--- src/rtl/adc_start_seq.sv ---
module adc_start_seq #(
  parameter int SETTLE_CYCLES = 64
) (
  input  logic       clk,
  input  logic       rst_n,
  input  logic       en,
  input  logic [1:0] ref_sel,
  input  logic       start_wr,
  input  logic       free_run,
  input  logic       irq_en,
  input  logic       irq_clr,
  input  logic [1:0] sleep_mode,
  input  logic       cpu_halted,
  input  logic       core_done,
  output logic       core_start,
  output logic       busy,
  output logic [1:0] active_ref,
  output logic       ref_ready,
  output logic       irq_flag,
  output logic       irq_req
);
  localparam int CW = (SETTLE_CYCLES > 1) ? $clog2(SETTLE_CYCLES) : 1;
  localparam logic [CW-1:0] LOAD = CW'(SETTLE_CYCLES - 1);
  localparam logic [1:0] SLP_IDLE = 2'd1;
  localparam logic [1:0] SLP_QUIET = 2'd2;

  typedef enum logic [1:0] {IDLE, SETTLE, CONV} phase_t;

  phase_t        phase;
  logic [CW-1:0] cnt;
  logic          settled;
  logic          no_launch;
  logic          halt_q;

  wire sleep_ok = (sleep_mode == SLP_IDLE || sleep_mode == SLP_QUIET)
                  && cpu_halted && !halt_q && !free_run && irq_en;
  wire trig     = start_wr || sleep_ok;
  wire finish   = en && phase == CONV && core_done;
  wire ref_new  = ref_sel != active_ref;

  assign busy      = phase != IDLE;
  assign ref_ready = settled && active_ref != 2'd0;
  assign irq_req   = irq_flag && irq_en;

  always_ff @(posedge clk) begin
    if (!rst_n) halt_q <= 1'b0;
    else        halt_q <= cpu_halted;
  end

  always_ff @(posedge clk) begin
    if (!rst_n)       irq_flag <= 1'b0;
    else if (finish)  irq_flag <= 1'b1;
    else if (irq_clr) irq_flag <= 1'b0;
  end

  always_ff @(posedge clk) begin
    if (!rst_n) begin
      phase      <= IDLE;
      cnt        <= '0;
      settled    <= 1'b0;
      no_launch  <= 1'b0;
      active_ref <= 2'd0;
      core_start <= 1'b0;
    end else if (!en) begin
      phase      <= IDLE;
      settled    <= 1'b0;
      no_launch  <= 1'b0;
      core_start <= 1'b0;
    end else begin
      core_start <= 1'b0;
      unique case (phase)
        IDLE: if (trig) begin
          if (ref_new || !settled) begin
            active_ref <= ref_sel;
            settled    <= 1'b0;
            no_launch  <= 1'b0;
            cnt        <= LOAD;
            phase      <= SETTLE;
          end else begin
            phase      <= CONV;
            core_start <= 1'b1;
          end
        end
        SETTLE: begin
          if (cnt == '0) begin
            settled <= 1'b1;
            if (no_launch) begin
              phase <= IDLE;
            end else begin
              phase      <= CONV;
              core_start <= 1'b1;
            end
          end else begin
            cnt <= cnt - 1'b1;
          end
        end
        CONV: if (core_done) begin
          if (!free_run) begin
            phase <= IDLE;
          end else if (ref_new) begin
            active_ref <= ref_sel;
            settled    <= 1'b0;
            no_launch  <= 1'b1;
            cnt        <= LOAD;
            phase      <= SETTLE;
          end else begin
            core_start <= 1'b1;
          end
        end
        default: phase <= IDLE;
      endcase
    end
  end
endmodule

--- config.mk ---
export PLATFORM = sky130hd
export DESIGN_NAME = adc_start_seq
export DESIGN_NICKNAME = d
export VERILOG_FILES = /design/src/rtl/adc_start_seq.sv
export SDC_FILE = /design/constraint.sdc
export NUM_CORES = 1
export LEC_CHECK = 0
export ABC_AREA = 1
export CELL_PAD_IN_SITES_DETAIL_PLACEMENT = 0
export CELL_PAD_IN_SITES_GLOBAL_PLACEMENT = 2
export CORE_AREA = 3 3 67 62
export DETAILED_ROUTE_END_ITERATION = 10
export DIE_AREA = 0 0 70 65
export PLACE_DENSITY_LB_ADDON = 0.1
export SKIP_LAST_GASP = 1
export SLEW_MARGIN = 15
export SYNTH_ARGS = -nofsm -noshare
export SYNTH_HDL_FRONTEND = slang
export SYNTH_SLANG_ARGS = --single-unit
--- constraint.sdc ---
create_clock -name clk -period 2.3 [get_ports clk]
set_input_delay 0.575 -clock clk [delete_from_list [all_inputs] [get_ports clk]]
set_output_delay 0.575 -clock clk [all_outputs]
set_load 0.01 [all_outputs]
Word-level counts from Yosys, hierarchy flattened. Cells that the tools add are included.

$add $sub $neg: 1. Equal/unequal tests: 13. Multiplexer cells: 42. Reduce and logical (&&, ||, !) cells: 27.

Operator list (number): $mux 6 (6); $mux 2 (12); $mux 1 (18); $pmux 6 s3 (1); $ne 2x2->1 const B (7); $reduce_and 7->1 (2); $logic_and 1x1->1 (8); $reduce_and 8->1 (1); $reduce_bool 2->1 (4); $logic_not 6->1 (1); $pmux 1 s3 (2); $pmux 2 s3 (1); $reduce_and 6->1 (1); $sub 6x1->6 const B (1); $eq 2x1->1 const B (2); $eq 2x2->1 const B (2); $pmux 2 s2 (1); $reduce_and 4->1 (1); $logic_not 1->1 (3); $logic_or 1x1->1 (3); $ne 3x3->1 const B (1); $reduce_bool 3->1 (1); $logic_not 2->1 (1); $ne 2x2->1 (1); other kinds (2) (2).

Flip-flop bits (word level): 15. Input bits: 13. Output and inout bits: 7. Logic and storage cells: 91.

Logic depth before layout (Yosys ltp).
Word-level depth: 9. Gate-level depth with buffers: 10. Gate-level depth less buffers: 10.

Worst setup path before layout. Ideal clock, no wire load.

Path type: input -> register. Start point: input port free_run. End point: register no_launch. Library setup time: 116 ps. Data arrival time: 1522 ps. Data required time: 2184 ps. Path slack: 662 ps. Stages on the path: 10. Buffers on the path: 0. Cells stage by stage: inv_1 > nand2_1 > nor2_1 > nand2_1 > nand3_1 > nand2_1 > nor2_4 > inv_1 > nor2_1 > nor2_1.

Longest elaborated chain between the ends: 6. Elaborated cells between the ends (all ways): 7. Classes of those cells: 2 x eq/ne; 5 x reduce/logical.

Ends and longest elaborated chain: from (decl) (RTL line 9) `input logic free_run,`; $logic_not 1->1; $logic_and 1x1->1 (2 in series) (RTL line 36) `&& cpu_halted && !halt_q && !free_run && irq_en;`; $logic_or 1x1->1 (RTL line 37) `wire trig = start_wr || sleep_ok;`; $ne 2x2->1 (no source line); $reduce_and 6->1 (no source line) *; to (signal assigned) (RTL line 61) `no_launch <= 1'b0;`; to (signal assigned) (RTL line 67) `no_launch <= 1'b0;`; to (signal assigned) (RTL line 76) `no_launch <= 1'b0;`; to (decl) (RTL line 32) `logic no_launch;`.

Mark *: on every way between the ends. The rest lies on a longest branch, timed or not. A chain may end at the register's enable or synchronous reset.

Final worst setup path.
Start point: input port irq_en. End point: output port irq_req.

Longest elaborated chain between the ends: 1.

Ends and longest elaborated chain: from (decl) (RTL line 10) `input logic irq_en,`; $logic_and 1x1->1 (RTL line 43) `assign irq_req = irq_flag && irq_en;`; to (decl) (RTL line 20) `output logic irq_req`.

No other way between the ends.

==> reports/qor.tcl <==
set qor(cp_max_stage_delay_ns) 0.52
set qor(start_util) 0.281
set qor(start_kind) {primary input}
set qor(postSynth.asyncResetShare) 0
set qor(final_hold_fails) 0
set qor(synth_fp_nets) 170
set qor(synth_edf_count) 0
set qor(run_status) {complete, no violations}
set qor(h-tree-depth) 1
set qor(viasPerCell) 4.26
set qor(drc_errors) 0
set qor(layout-drive-gt1-share) 0.111
set qor(insertedDiodeCount) 0
set qor(fp.coreArea_um2) 3450
set qor(cts_root_buffer) {sky130_fd_sc_hd__clkbuf_8}
set qor(drt_first_iter_violations) 30
set qor(slew_violations) 0
set qor(numClockSinks) 15
set qor(power_density_nw_per_um2) 613
set qor(fmaxAchievable_ghz) 0.443
set qor(cts-buffers-inserted) 3
set qor(max-slew-margin-rel) 0.663
set qor(grt_antenna_before_repair) 0
set qor(crit_path_cell_trace) {clkdlybuf4s50_1 > nand2_1 > inv_1 > clkdlybuf4s50_1}
set qor(clk_pin_slew_worst_paths_ns) 0.06
set qor(num_io_pins) 20
set qor(routedWlPerCell_um) 10.5
set qor(crit_slowest_cell) {sky130_fd_sc_hd__clkdlybuf4s50_1}
set qor(netlist_top_cells_area) {sky130_fd_sc_hd__dfxtp_1, sky130_fd_sc_hd__nand2_1, sky130_fd_sc_hd__nor2_1}
set qor(number_of_nets_with_antenna_violations_after_detailed_routing) 0
set qor(timing.critical_path.required_ns) 1.73
set qor(dieArea_um2) 4550
set qor(grt_first_pass_wirelength_um) 4100
set qor(hold_path.class) {reg2reg}
set qor(crit_arrival_ns) 1.68
set qor(fin_tns_setup_ns) 0
set qor(drt-pass1-iter-count) 4
set qor(setup_viol) 0
set qor(post-route-period-util) 0.982
set qor(routed_wl_um) 2360
set qor(area_growth_syn_to_layout_pct) 30.6
set qor(die_h_um) 65
set qor(synth_sequential_area_ratio) 0.310
set qor(synthTopCellsByCount) {sky130_fd_sc_hd__nand2_1, sky130_fd_sc_hd__nor2_1, sky130_fd_sc_hd__inv_1}
set qor(hpwlAfterDp_um) 1820
set qor(grt-ovfl-total) 0
set qor(crit_path_frequent_cell) {sky130_fd_sc_hd__clkdlybuf4s50_1}
set qor(maxCapViolCount) 0
set qor(r2r_slack_ns) 0.75
set qor(vias_in_the_first_global_route) 901
set qor(synth_seq_cells) 15
set qor(postSynthAreaPerCell_um2) 6.26
set qor(final.setup_skew_ns) 0.00420
set qor(synthMostInstantiatedCell) {sky130_fd_sc_hd__nand2_1}
set qor(ys_dominant_reg_cell) {sky130_fd_sc_hd__dfxtp_1}
set qor(grt_max_degree) 10
set qor(power.static_leakage_nw) 0.612
set qor(min_period_ns) 2.26
set qor(postCtsResizedCells) 0
set qor(timing.critical_path.to_type) {output port}
set qor(post_synth_num_cell_types) 23
set qor(io_buffer_count) 19
set qor(area_of_the_mapped_netlist_um2) 970
set qor(tightestPinTransition_ns) 0.504
set qor(critPathMaxFanout) 2
set qor(post-cts-setup-buffer-count) 0
set qor(rsz0062_at_grt) {false}
set qor(cts_buffer_depth) 2
set qor(clock_tree_from_tritoncts) {built}
set qor(routabilityCongestion) 0.759
set qor(synth-warning-count) 0
set qor(cts_hold_buffers) 0
set qor(yosysTopAreaCell) {sky130_fd_sc_hd__dfxtp_1}
set qor(critical_path_class) {in2out}
set qor(clk-insertion-delay-late_ns) 0.25
set qor(number_of_instances_in_the_synthesized_netlist) 155
set qor(fin_util) 0.367
set qor(yosys.area.top_type_share) 0.310
set qor(chip_width_um) 70
set qor(fin_nets) 196
set qor(via_count) 954
set qor(grt.total_usage) 0.113
set qor(vdd_ir_drop_max_mv) 0.239
set qor(std_cell_rows) 20
critical path: cells and delay by family:
family | cells | cell delay, ns
buffers and inverters | 3 | 1.05
and+or+nand+nor | 1 | 0.06
sequential cells by signal, summed over array words and instances (netlist names):
name,flops
cnt,6
settled,1
no_launch,1
core_start,1
irq_flag,1
active_ref,2
halt_q,1
phase,2
stage by stage:
| stage | std cells | setup slack (ns) | hold slack [ns] | total power [mW] | instance area, um^2 |
|---|---|---|---|---|---|
| floorplan | 155 | 0.662 | 0.466 | 0.478 | 970 |
| global placement | 220 | 0.0574 | 0.473 | 0.561 | 1220 |
| CTS | 224 | 0.0316 | 0.487 | 0.794 | 1270 |
| detailed placement | 220 | 0.0381 | 0.475 | 0.562 | 1220 |
| global route | 224 | 0.0130 | 0.518 | 0.841 | 1270 |
| finish | 224 | 0.0420 | 0.481 | 0.776 | 1270 |
layer usage:
| metal | share of wire | wire length [um] | vias to the layer above | GRT usage |
|---|---|---|---|---|
| met1 | 0.53 | 1260 | 408 | 0.157 |
| met5 | 0 | 0 | - | 0 |
| met2 | 0.41 | 970 | 17 | 0.171 |
| met4 | 0.010 | 24 | 0 | 0.0431 |
| met3 | 0.048 | 113 | 2 | 0.0233 |
| li1 | - | - | 527 | - |
cells by family (layout without fill, tap and decap cells):
family,Yosys count,after routing,share of synthesized area
xor gates and xnor gates,2,2,0.0181
AOI/OAI and AO/OA,16,16,0.0955
DFF,15,15,0.310
and+or+nand+nor,92,92,0.425
buffers and inverters,28,53,0.126
adders and majority gates,2,2,0.0258
path summary, 6_finish.rpt:
kind | startpoint | endpoint | depth (start not counted)
worst min register to register | irq_flag | irq_flag | 2
worst max-delay path | irq_en | irq_req | 4
worst max register to register | cnt[0] | cnt[5] | 8
worst min-delay path | irq_flag | irq_flag | 2
power by group:
group	leakage, nW	switching (mW)	internal, mW
Clock	0.0255	0.101	0.120
Combinational	0.463	0.144	0.108
Sequential	0.123	0.0183	0.284
cells in the final DEF, fill, tap and decap left out, types with 3 or more instances in the layout:
cell type / instances
sky130_fd_sc_hd__a21oi_1: 9
sky130_fd_sc_hd__buf_4: 4
sky130_fd_sc_hd__clkbuf_8: 3
sky130_fd_sc_hd__clkdlybuf4s50_1: 19
sky130_fd_sc_hd__dfxtp_1: 15
sky130_fd_sc_hd__inv_1: 24
sky130_fd_sc_hd__nand2_1: 43
sky130_fd_sc_hd__nand2_2: 3
sky130_fd_sc_hd__nand3_1: 9
sky130_fd_sc_hd__nand4_1: 4
sky130_fd_sc_hd__nor2_1: 27
sky130_fd_sc_hd__o21ai_0: 3
layout make-up:
type	instances	area [um^2]
flip-flops and latches	15	300
repair buffers	23	220
clock inverters	1	5.00
inverters	26	97.6
fillers	381	2190
well taps	44	55.1
multi-input cells	112	547
clock buffers	3	41.3
Note: power is estimated with default switching activity, not from simulation.
